==> config.mk <==
export PLATFORM = sky130hd
export DESIGN_NAME = codec_sport
export DESIGN_NICKNAME = d
export VERILOG_FILES = /design/src/rtl/sport_pkg.sv /design/src/rtl/sport_clkgen.sv /design/src/rtl/sport_tx.sv /design/src/rtl/sport_rx.sv /design/src/rtl/codec_sport.sv
export SDC_FILE = /design/constraint.sdc
export NUM_CORES = 1
export LEC_CHECK = 0
export ABC_AREA = 1
export CAP_MARGIN = 20
export CORE_MARGIN = 2
export CORE_UTILIZATION = 40
export CTS_BUF_LIST = sky130_fd_sc_hd__clkbuf_8
export DETAILED_ROUTE_END_ITERATION = 8
export SLEW_MARGIN = 15
export SYNTH_ARGS = -nofsm -noshare
export SYNTH_HDL_FRONTEND = slang
export SYNTH_SLANG_ARGS = --single-unit
==> constraint.sdc <==
create_clock -name clk_i -period 6.1 [get_ports clk_i]
set_input_delay 1.22 -clock clk_i [delete_from_list [all_inputs] [get_ports clk_i]]
set_output_delay 1.22 -clock clk_i [all_outputs]
set_load 0.05 [all_outputs]
==> src/rtl/sport_pkg.sv <==
package sport_pkg;

  typedef enum logic [1:0] {
    TX_IDLE = 2'd0,
    TX_SYNC = 2'd1,
    TX_DATA = 2'd2
  } tx_state_e;

  localparam int unsigned DIV_STAGES = 2;

endpackage

==> src/rtl/sport_clkgen.sv <==
module sport_clkgen
  import sport_pkg::*;
#(
  parameter int unsigned DIV_W = 4
) (
  input  logic             clk_i,
  input  logic             rst_ni,
  input  logic             run_i,
  input  logic [DIV_W-1:0] div_mclk_i,
  input  logic [DIV_W-1:0] div_sclk_i,
  output logic             sclk_o,
  output logic             rise_stb_o,
  output logic             fall_stb_o
);

  localparam int unsigned PW = 2 * DIV_W;

  logic [DIV_W-1:0] dv   [DIV_STAGES];
  logic [DIV_W-1:0] eff  [DIV_STAGES];
  logic [DIV_W-1:0] lim  [DIV_STAGES];
  logic [DIV_W-1:0] cnt  [DIV_STAGES];
  logic             carry[DIV_STAGES+1];

  assign dv[0]    = div_mclk_i;
  assign dv[1]    = div_sclk_i;
  assign carry[0] = 1'b1;

  // cascaded stages: a stage advances only when all lower stages wrap
  for (genvar s = 0; s < DIV_STAGES; s++) begin : g_stage
    logic [DIV_W-1:0] cnt_q;
    logic             wrap;

    assign eff[s]     = (dv[s] <= DIV_W'(1)) ? DIV_W'(1) : dv[s];
    assign lim[s]     = eff[s] - DIV_W'(1);
    assign wrap       = (cnt_q == lim[s]);
    assign carry[s+1] = carry[s] & wrap;
    assign cnt[s]     = cnt_q;

    always_ff @(posedge clk_i or negedge rst_ni) begin
      if (!rst_ni) begin
        cnt_q <= '0;
      end else if (!run_i) begin
        cnt_q <= '0;
      end else if (carry[s]) begin
        cnt_q <= wrap ? '0 : cnt_q + DIV_W'(1);
      end
    end
  end

  logic [PW-1:0] period;
  logic [PW-1:0] half;
  logic [PW-1:0] pos;
  logic          one_mode;
  logic          sclk_q;

  assign period   = PW'(eff[0]) * PW'(eff[1]);
  assign half     = period >> 1;
  assign pos      = PW'(cnt[1]) * PW'(eff[0]) + PW'(cnt[0]);
  assign one_mode = (period == PW'(1));

  assign rise_stb_o = run_i & carry[DIV_STAGES];
  assign fall_stb_o = run_i & (one_mode | (pos == half - PW'(1)));

  always_ff @(posedge clk_i or negedge rst_ni) begin
    if (!rst_ni) begin
      sclk_q <= 1'b0;
    end else if (!run_i || one_mode) begin
      sclk_q <= 1'b0;
    end else if (rise_stb_o) begin
      sclk_q <= 1'b1;
    end else if (fall_stb_o) begin
      sclk_q <= 1'b0;
    end
  end

  assign sclk_o = one_mode ? (clk_i & run_i) : sclk_q;

endmodule

==> src/rtl/sport_tx.sv <==
module sport_tx
  import sport_pkg::*;
#(
  parameter int unsigned WORD_W = 16
) (
  input  logic              clk_i,
  input  logic              rst_ni,
  input  logic              run_i,
  input  logic              rise_stb_i,
  input  logic [WORD_W-1:0] tx_data_i,
  input  logic              tx_valid_i,
  output logic              tx_ready_o,
  output logic              sdo_o,
  output logic              drive_o,
  output logic              fs_o
);

  localparam int unsigned CW = $clog2(WORD_W);

  tx_state_e         state_q;
  logic [WORD_W-1:0] hold_q;
  logic              hold_full_q;
  logic [WORD_W-1:0] shift_q;
  logic [CW-1:0]     left_q;
  logic              accept;
  logic              load;
  logic              frame_end;

  assign tx_ready_o = ~hold_full_q;
  assign accept     = tx_valid_i & tx_ready_o;
  assign frame_end  = (state_q == TX_IDLE) ||
                      ((state_q == TX_DATA) && (left_q == '0));
  assign load       = run_i & rise_stb_i & frame_end & hold_full_q;

  // holding register survives a port disable; only reset clears it
  always_ff @(posedge clk_i or negedge rst_ni) begin
    if (!rst_ni) begin
      hold_q      <= '0;
      hold_full_q <= 1'b0;
    end else if (accept) begin
      hold_q      <= tx_data_i;
      hold_full_q <= 1'b1;
    end else if (load) begin
      hold_full_q <= 1'b0;
    end
  end

  always_ff @(posedge clk_i or negedge rst_ni) begin
    if (!rst_ni) begin
      state_q <= TX_IDLE;
      shift_q <= '0;
      left_q  <= '0;
    end else if (!run_i) begin
      state_q <= TX_IDLE;
      left_q  <= '0;
    end else if (rise_stb_i) begin
      unique case (state_q)
        TX_SYNC: begin
          state_q <= TX_DATA;
          left_q  <= CW'(WORD_W - 1);
        end
        TX_DATA: begin
          if (left_q != '0) begin
            shift_q <= {shift_q[WORD_W-2:0], 1'b0};
            left_q  <= left_q - CW'(1);
          end else if (hold_full_q) begin
            state_q <= TX_SYNC;
            shift_q <= hold_q;
          end else begin
            state_q <= TX_IDLE;
          end
        end
        default: begin
          if (hold_full_q) begin
            state_q <= TX_SYNC;
            shift_q <= hold_q;
          end
        end
      endcase
    end
  end

  assign sdo_o   = shift_q[WORD_W-1];
  assign drive_o = (state_q == TX_DATA);
  assign fs_o    = (state_q == TX_SYNC);

endmodule

==> src/rtl/sport_rx.sv <==
module sport_rx
  import sport_pkg::*;
#(
  parameter int unsigned WORD_W = 16
) (
  input  logic              clk_i,
  input  logic              rst_ni,
  input  logic              run_i,
  input  logic              fall_stb_i,
  input  logic              sdi_i,
  input  logic              sdifs_i,
  output logic [WORD_W-1:0] rx_data_o,
  output logic              rx_valid_o
);

  localparam int unsigned CW = $clog2(WORD_W);

  logic              busy_q;
  logic [CW-1:0]     cnt_q;
  logic [WORD_W-1:0] shift_q;
  logic [WORD_W-1:0] word_q;
  logic              valid_q;
  logic [WORD_W-1:0] next_shift;

  assign next_shift = {shift_q[WORD_W-2:0], sdi_i};

  always_ff @(posedge clk_i or negedge rst_ni) begin
    if (!rst_ni) begin
      busy_q  <= 1'b0;
      cnt_q   <= '0;
      shift_q <= '0;
      word_q  <= '0;
      valid_q <= 1'b0;
    end else begin
      valid_q <= 1'b0;
      if (!run_i) begin
        busy_q <= 1'b0;
        cnt_q  <= '0;
      end else if (fall_stb_i) begin
        if (!busy_q) begin
          if (sdifs_i) begin
            busy_q <= 1'b1;
            cnt_q  <= '0;
          end
        end else begin
          shift_q <= next_shift;
          cnt_q   <= cnt_q + CW'(1);
          if (cnt_q == CW'(WORD_W - 1)) begin
            busy_q  <= 1'b0;
            word_q  <= next_shift;
            valid_q <= 1'b1;
          end
        end
      end
    end
  end

  assign rx_data_o  = word_q;
  assign rx_valid_o = valid_q;

endmodule

==> src/rtl/codec_sport.sv <==
module codec_sport
  import sport_pkg::*;
#(
  parameter int unsigned WORD_W = 16,
  parameter int unsigned DIV_W  = 4
) (
  input  logic              clk_i,
  input  logic              rst_ni,
  input  logic              port_en_i,
  input  logic [DIV_W-1:0]  div_mclk_i,
  input  logic [DIV_W-1:0]  div_sclk_i,
  input  logic [WORD_W-1:0] tx_data_i,
  input  logic              tx_valid_i,
  output logic              tx_ready_o,
  output logic [WORD_W-1:0] rx_data_o,
  output logic              rx_valid_o,
  output logic              sclk_o,
  output logic              sdo_o,
  output logic              sdo_oe_o,
  output logic              sdofs_o,
  output logic              sdofs_oe_o,
  input  logic              sdi_i,
  input  logic              sdifs_i
);

  logic [1:0] en_sync_q;
  logic       run;
  logic       rise_stb;
  logic       fall_stb;
  logic       sclk_int;
  logic       drive;
  logic       fs;

  // two-flop synchronizer for the asynchronous port enable
  always_ff @(posedge clk_i or negedge rst_ni) begin
    if (!rst_ni) begin
      en_sync_q <= 2'b00;
    end else begin
      en_sync_q <= {en_sync_q[0], port_en_i};
    end
  end

  assign run = en_sync_q[1];

  sport_clkgen #(.DIV_W(DIV_W)) u_clkgen (
    .clk_i      (clk_i),
    .rst_ni     (rst_ni),
    .run_i      (run),
    .div_mclk_i (div_mclk_i),
    .div_sclk_i (div_sclk_i),
    .sclk_o     (sclk_int),
    .rise_stb_o (rise_stb),
    .fall_stb_o (fall_stb)
  );

  sport_tx #(.WORD_W(WORD_W)) u_tx (
    .clk_i      (clk_i),
    .rst_ni     (rst_ni),
    .run_i      (run),
    .rise_stb_i (rise_stb),
    .tx_data_i  (tx_data_i),
    .tx_valid_i (tx_valid_i),
    .tx_ready_o (tx_ready_o),
    .sdo_o      (sdo_o),
    .drive_o    (drive),
    .fs_o       (fs)
  );

  sport_rx #(.WORD_W(WORD_W)) u_rx (
    .clk_i      (clk_i),
    .rst_ni     (rst_ni),
    .run_i      (run),
    .fall_stb_i (fall_stb),
    .sdi_i      (sdi_i),
    .sdifs_i    (sdifs_i),
    .rx_data_o  (rx_data_o),
    .rx_valid_o (rx_valid_o)
  );

  // pad enables drop combinationally with the asynchronous enable
  assign sclk_o     = port_en_i & sclk_int;
  assign sdo_oe_o   = port_en_i & drive;
  assign sdofs_o    = fs;
  assign sdofs_oe_o = port_en_i & run;

endmodule

; ---- After elaboration in Yosys (flattened, before gate mapping)
; Index checks and enable logic that the tools add are counted.
[word_totals]
regBits = 87
input_bits = 30
[classes]
addsub = 8
mul = 2
n_lt_le_gt_ge = 2
eq_ne = 15
mux = 39
bitwise_logic = 14
reduce_logical = 15
[op_table]
columns = operator, n
row1 = two-way mux 4 bit, 14
row2 = two-way mux 16 bit, 2
row3 = case mux 16 bit (2 select lines), 1
row4 = multiplier 4 x 4 -> 8 bit, 2
row5 = two-way mux 1 bit, 16
row6 = adder 4 x 1 -> 4 bit (second input constant), 3
row7 = AND reduction 3 bit, 4
row8 = subtractor 4 x 1 -> 4 bit (second input constant), 3
row9 = AND 1 bit, 11
row10 = inequality test 3 x 2 -> 1 bit (second input constant), 3
row11 = adder 8 x 4 -> 8 bit, 1
row12 = equality test 4 bit, 2
row13 = equality test 8 x 1 -> 1 bit (second input constant), 1
row14 = equality test 8 bit, 1
row15 = less-or-equal comparator 4 x 1 -> 1 bit (second input constant), 2
row16 = two-way mux 2 bit, 4
row17 = case mux 4 bit (2 select lines), 1
row18 = subtractor 7 x 1 -> 8 bit (second input constant), 1
row19 = inequality test 2 x 1 -> 1 bit (second input constant), 3
row20 = equality test 4 bit (second input constant), 1
row21 = zero test 4 bit, 1
row22 = inequality test 4 x 2 -> 1 bit (second input constant), 1
row23 = case mux 2 bit (2 select lines), 1
row24 = AND reduction 4 bit, 1
row25 = 13 further kinds, 15

; ---- Depth between registers and ports, before layout
; Gate-level depths: netlist of the first run.
[logic_depth]
depth_word = 11
ltp_mapped = 28

; ---- By module
; A second synthesis of the first run with hierarchy kept.
[hier_totals]
cells_unflattened = 746
area_unflattened_um2 = 5866.9
[modules_own_cells]
columns = mod, n_inst, cells_per_inst, area_each_um2
row1 = sport_clkgen, 1, 336, 2142.1
row2 = sport_tx, 1, 246, 2092.0
row3 = sport_rx, 1, 156, 1560.2
row4 = codec_sport, 1, 8, 72.6

==> out/metrics.yaml, run 1 <==
yosys:
  ys_seq_area_share_pct: 38.32
  synthCells: 719
  async_flop_share_pct: 100.0
  synth_edf_count: 0
  synth_cell_type_count: 31
  netlist_area_sq_um: 5682
  yosysWarnings: 0
  synth-main-ff-cell: "dfrtp_1"
  synth_fp_nets: 795
  syn_area_per_cell_sq_um: 7.902
  synth-seq-cells: 87
finish:
  ff_latch_area_sq_um: 2177
  fill_cells: 1325
  fin_nets: 884
  multi_input_area_sq_um: 2989
  insertedDiodeCount: 0
  drive_above_1_share_pct: 17.34
  final_cell_count_no_fill: 993
  utilization_pct: 49.93
  area_growth_pct: 21.98
detailed_routing:
  routed-wl-met3_um: 434
  dr_total_vias: 4796
  drt_iter0_drc: 301
  post_drt_via_cell_ratio: 4.830
  met1Wirelength_mm: 5.659
  wl_met2_mm: 5.775
  dr.pass1.iters: 4
  drcViolationCount: 0
  final_antenna_net_count: 0
  routed.top_layer: "met4"
  wl_per_cell_um: 12.15
  wl_mm: 12.06
die:
  rows: 43
  initial_core_util_pct: 40.93
  die_h_um: 123.2
  die_w_um: 123.2
  coreArea_sq_um: 13880
  pin_count: 53
  die_area_sq_um: 15170
worst_hold_path:
  min_to: "en_sync_q[1]$_DFF_PN0_"
  min_path_type: "flip-flop to flip-flop"
  whs_path_depth: 0
  min-delay-start: "en_sync_q[0]$_DFF_PN0_"
sta:
  period_minus_slack_ps: 5863
  holdWs_ps: 350.5
  setup_viol: 0
  tightest_slew_ps: 914.5
  fin_crit_sh_pct: 96.12
  skew_ps: 9.898
  maxSlewHeadroom_pct: 39.03
  drv_slew: 0
  hold_viol_final: 0
  setup_tns_ps: 0
  worst_slack_ps: 236.9
  fmax_ghz: 0.1706
power:
  switchingPower_mw: 0.5122
  p_clk_share_pct: 27.0
  irDropWorstVdd_mv: 0.2653
  p_sw_share_pct: 32.26
  p_int_mw: 1.075
  powerDensity_nw_per_um2: 229.1
  p_seq_share_pct: 44.4
  power_frac_comb_pct: 28.7
  leakagePower_nw: 3.651
clocking:
  clk_latency_ps: 460
  clk_pin_slew_ps: 90
  cts_tree: "done"
critical_path:
  r2r_setup_slack_ps: 1640
  regToRegEndpoint: "u_rx.rx_data_o[15]$_DFFE_PN0P_"
  cp.required_ps: 4880
  arrival_ps: 4640
  worstSetupEndpointType: "output pin"
  crit_path_max_fanout: 2
  rr_worst_depth: 21
  critical_path.startpoint_type: "input port"
  crit_path_start: "div_sclk_i[3]"
  r2r-start: "u_clkgen.g_stage[1].cnt_q[0]$_DFFE_PN0P_"
  worstSetupPathType: "input port to output pin"
placement:
  gp_congestion: 0.8426
  port_buffers: 52
  dp_hpwl_mm: 8.824
  place_inst: 954
  dp_slack_ps: -785.4
global_routing:
  grt_max_degree: 74
  grt_use_total_pct: 17.19
  antenna_found_initial: 0
  grt-ovfl-total: 0
  grt_pass1_wl_mm: 20.79
  grt_pass1_vias: 4609
flow_run:
  max_cap_viol_count: 0
outcome:
  status: "finished, final reports clean"
## cells in the final DEF, fill, tap and decap left out, types with 2 or more instances in the layout
master,n
o21ai_2,28
nand2_2,7
buf_4,47
nand3b_1,3
nand2_4,4
inv_1,111
nand3_1,42
mux2_2,16
inv_2,5
o21ai_1,2
nand4_1,12
a21oi_1,12
xnor2_1,5
o21ai_0,58
clkbuf_8,14
clkdlybuf4s50_1,46
dfrtp_1,87
nand2_1,172
fa_1,11
nor2_2,5
dlymetal6s2s_1,2
nand3_2,3
xor2_1,9
ha_1,35
nor2_1,59
clkdlybuf4s15_1,2
clkinv_2,3
## per-stage QoR
stage	power, mW	cell area, sq um
floorplan	1.021	5697
global placement	1.139	6500
detailed placement	1.152	6500
CTS	1.602	6877
global route	1.712	6930
finish	1.588	6930
## power groups by stage
stage               Sequential [mW]  Combinational, mW  Clock (mW)
finish                        0.704              0.455       0.428
global route                  0.716              0.525       0.472
CTS                           0.704              0.451       0.447
detailed placement            0.716              0.436    0.000767
global placement              0.713              0.425    0.000767
floorplan                     0.693              0.328    0.000597
## final cells by class
| cell class | instances | area share, % |
|---|---|---|
| clock buffers | 15 | 2.997 |
| clock inverters | 5 | 0.4513 |
| inverters | 117 | 6.373 |
| multi-input cells | 492 | 43.13 |
| flip-flops and latches | 87 | 31.41 |
| well taps | 180 | 3.250 |
| repair buffers | 97 | 12.38 |
## synth_stat cells, types with 2 or more instances
library cell	n	area, sq um
clkbuf_1	11	41.29
o21ai_1	2	10.01
buf_2	6	30.03
o21ai_2	29	254.0
nand4_1	12	75.07
nand3_2	2	20.02
inv_1	115	431.7
nand2_1	174	653.1
a21oi_1	13	65.06
nand2_4	3	33.78
xor2_1	9	78.83
nand3b_1	3	22.52
fa_1	11	220.2
nor2_2	3	18.77
buf_6	5	56.30
nor2_1	62	232.7
nand2_2	6	37.54
dfrtp_1	87	2177
xnor2_1	5	43.79
mux2_2	16	180.2
nand3_1	44	220.2
ha_1	35	437.9
o21ai_0	58	290.3
## worst max path at each step
stage              to
6_report       sclk_o
5_1_grt        sclk_o
4_1_cts        sclk_o
3_5_place_dp   sclk_o
3_3_place_gp   sclk_o
2_1_floorplan  sclk_o
## flip-flops by register name (all words and copies together) (netlist names), 2 cells and up
register	flops
u_tx.hold_q	16
u_rx.shift_q	15
u_tx.left_q	4
u_rx.cnt_q	4
u_clkgen.g_stage.cnt_q	8
u_tx.state_q	2
u_rx.rx_data_o	16
en_sync_q	2
u_tx.shift_q	16
## worst max-delay path, cell delays in order
cell,delay [ps]
clkdlybuf4s50_1,470
inv_1,80
nor2_4,110
fa_1,440
fa_1,580
inv_2,50
fa_1,540
nand2_1,70
nor2_2,100
nand2_2,70
inv_2,60
nand3_2,80
nor2_2,110
nand4_1,130
inv_2,110
nand3_4,70
a21oi_4,180
buf_8,160
## cells by family (layout without fill, tap and decap cells)
kind of cell,after synthesis,after routing,share of synthesized area (%)
xor gates and xnor gates,14,14,2.158
AOI/OAI and AO/OA,105,105,11.32
buffers and inverters,140,234,10.11
muxes,16,16,3.171
and+or+nand+nor,311,311,23.34
DFF,87,87,38.32
adders and majority gates,46,46,11.58
## metal layers
metal	GRT usage (%)	up-vias
li1	-	2444
met1	22.15	2260
met2	28.37	80
met3	4.520	12
met4	5.114	0
met5	0	-
## timing repair
item / 4_1_cts / 5_1_grt
pin swaps: 8 / 10
gates cloned: 0 / 0
setup endpoints to repair: 2 / 2
resized for setup: 15 / 14
setup buffers: 18 / 2
hold buffers: 0 / 0
No activity file was read; power rests on OpenSTA's default activity.
==> inputs of run 2 (changes only) <==
--- a/config.mk
+++ b/config.mk
@@ -12,4 +12,5 @@
 export CTS_BUF_LIST = sky130_fd_sc_hd__clkbuf_8
 export DETAILED_ROUTE_END_ITERATION = 8
+export PLACE_DENSITY = 0.72
 export SLEW_MARGIN = 15
 export SYNTH_ARGS = -nofsm -noshare
==> constraint.sdc (replaced) <==
create_clock -name clk_i -period 6.1 [get_ports clk_i]
set_input_delay 1.22 -clock clk_i [delete_from_list [all_inputs] [get_ports clk_i]]
set_output_delay 1.22 -clock clk_i [all_outputs]
set_load 0.02 [all_outputs]
==> out/metrics.yaml, run 2 (synthesis gave the netlist of run 1 again) <==
global_routing:
  grt_pass1_wl_mm: 20.84  # +0.24%
  grt_util_met3_pct: 3.459  # -1.1 points
  grt-ovfl-total: 0  # unchanged
  grtUsageMet1_pct: 21.75  # -0.40 points
  grt.busiest_layer: "met2"
  grt_use_total_pct: 17.26  # +0.072 points
  antenna_found_initial: 0  # unchanged
  grt_max_degree: 78  # +5.4%
  met2_usage_pct: 29.16  # +0.79 points
  grt_pass1_vias: 4682  # +1.6%
finish:
  fin_nets: 889  # +0.57%
  fill_cells: 1303  # -1.7%
  area_growth_pct: 22.86
  drive_above_1_share_pct: 19.32  # +2.0 points
  final_cell_mix: "169 x nand2_1, 109 x inv_1, 87 x dfrtp_1"
  insertedDiodeCount: 0  # unchanged
  finalInstanceArea_sq_um: 6980  # +0.72%
  mostFrequentLayoutCell: "nand2_1"
clocking:
  clk_pin_slew_ps: 80  # about the same
  cts_tree: "done"
  clk_latency_ps: 460  # about the same
die:
  rows: 43  # unchanged
  die_area_sq_um: 15170  # unchanged
  initial_core_util_pct: 40.93  # unchanged
  pin_count: 53  # unchanged
  die_h_um: 123.2  # unchanged
  die_w_um: 123.2  # unchanged
  coreArea_sq_um: 13880  # unchanged
detailed_routing:
  wl_per_cell_um: 12.06  # -0.74%
  dr.pass1.iters: 5  # +1
  post_drt_via_cell_ratio: 4.856  # +0.54%
  wl_mm: 12.03  # -0.24%
  drcViolationCount: 0  # unchanged
  drt_iter0_drc: 329  # +9.3%
  dr_total_vias: 4846  # +1.0%
  final_antenna_net_count: 0  # unchanged
sta:
  setup_viol: 0  # unchanged
  drv_slew: 0  # unchanged
  worst_slack_ps: 140.1  # -96.81 ps
  hold_viol_final: 0  # unchanged
  maxSlewHeadroom_pct: 35.64  # -3.4 points
  fin_crit_sh_pct: 97.70  # +1.6 points
  period_minus_slack_ps: 5960  # +96.80 ps
  skew_ps: 10.95  # +1.047 ps
  holdWs_ps: 353.4  # +2.873 ps
  fmax_ghz: 0.1678  # -1.6%
  setup_tns_ps: 0  # unchanged
  tightest_slew_ps: 965.4  # +50.91 ps
outcome:
  status: "finished, final reports clean"
critical_path:
  worstSetupEndpointType: "flip-flop"
  crit_slowest_cell: "fa_1"
  worstSetupPathType: "input port to flip-flop"
  crit_path_max_fanout: 2  # unchanged
  cp.required_ps: 6490  # +1610 ps
  arrival_ps: 6350  # +1710 ps
  slowest_delay_ps: 590  # about the same
  critical_path.startpoint_type: "input port"
  crit_top_cell: "buf_4"
power:
  p_clk_share_pct: 28.0  # +1.0 points
  power_frac_comb_pct: 28.0  # -0.7 points
  powerDensity_nw_per_um2: 229.9  # +0.36%
  leakagePower_nw: 3.684  # +0.92%
  p_sw_share_pct: 31.82  # -0.44 points
  p_seq_share_pct: 44.0  # -0.4 points
  p_int_mw: 1.094  # +1.7%
  irDropWorstVdd_mv: 0.2057  # -22%
  switchingPower_mw: 0.5108  # -0.29%
  totalPowerFinal_mw: 1.605  # +1.1%
placement:
  port_buffers: 52  # unchanged
  gp_congestion: 0.8141  # -3.4%
  dp_hpwl_mm: 8.398  # -4.8%
  placed_cell_area_sq_um: 6456  # -0.67%
  dp_slack_ps: -529.6  # +255.8 ps
worst_hold_path:
  min_path_type: "flip-flop to flip-flop"
flow_run:
  max_cap_viol_count: 0  # unchanged
run 2: cell count changes in the layout (fill, tap and decap cells not counted), sizes merged:
cell	before	now
clkdlybuf4s50	46	45
inv	118	119
clkinv	3	2
clkinvlp	1	2
buf	48	53
dlymetal6s2s	2	3
clkdlybuf4s15	2	0
bufinv	0	1
run 2: worst paths after layout:
check | start | endpoint | slack (ps) | cells past startpoint
setup / recovery | div_sclk_i[1] | u_clkgen.sclk_q$_DFFE_PN0P_ | 140 | 35
hold / removal | en_sync_q[0]$_DFF_PN0_ | en_sync_q[1]$_DFF_PN0_ | 350 | 0
setup reg to reg | u_clkgen.g_stage[1].cnt_q[0]$_DFFE_PN0P_ | u_rx.rx_data_o[2]$_DFFE_PN0P_ | 1750 | 23
hold reg to reg | en_sync_q[0]$_DFF_PN0_ | en_sync_q[1]$_DFF_PN0_ | 350 | 0
max in group asynchronous | rst_ni | u_tx.shift_q[12]$_DFFE_PN0P_ | 4330 | 2
min in group asynchronous | rst_ni | u_rx.rx_data_o[1]$_DFFE_PN0P_ | 580 | 1
run 2: through the flow:
step | cells | util (%)
4_1_cts | 994 | 49.68
5_1_grt | 998 | 50.29
3_3_place_gp | 950 | 46.51
3_5_place_dp | 950 | 46.51
6_report | 998 | 50.29
2_1_floorplan | 719 | -
run 2: area by class of cell:
| cell class | count | area [sq um] | area share, % |
|---|---|---|---|
| repair buffers | 102 | 888.4 | 12.73 |
| inverters | 117 | 440.4 | 6.309 |
| clock inverters | 7 | 71.32 | 1.022 |
| clock buffers | 13 | 172.7 | 2.474 |
| multi-input cells | 492 | 3005 | 43.05 |
| well taps | 180 | 225.2 | 3.226 |
| flip-flops and latches | 87 | 2177 | 31.19 |
run 2: worst max-delay path: cells and delay by family:
family                   cells  cell delay, ps
AND/OR/NAND/NOR              7             550
AO/OA/AOI/OAI                1              80
buffers and inverters       24            3030
adder cells (fa/ha/maj)      3            1450
run 2: repair_timing:
item                                    in CTS  in global routing
hold buffers                                 0                  0
resized for setup                           15                 26
setup buffers                               25                  4
pin swaps                                   10                 12
endpoints found under the setup margin       2                  3
run 2: power by group through the flow:
stage	logic, mW	clock network [mW]	registers [mW]
2_1_floorplan	0.322	0.000232	0.691
3_3_place_gp	0.410	0.000407	0.714
3_5_place_dp	0.421	0.000407	0.716
4_1_cts	0.436	0.463	0.705
5_1_grt	0.520	0.492	0.718
6_report	0.449	0.450	0.706
run 2: metal layers:
metal | vias to the layer above | share of wire [%] | wire length, um
li1 | 2454 | - | -
met4 | 0 | 2.5 | 304
met5 | - | 0 | 0
met1 | 2282 | 45 | 5377
met2 | 80 | 50 | 6005
met3 | 30 | 2.9 | 343
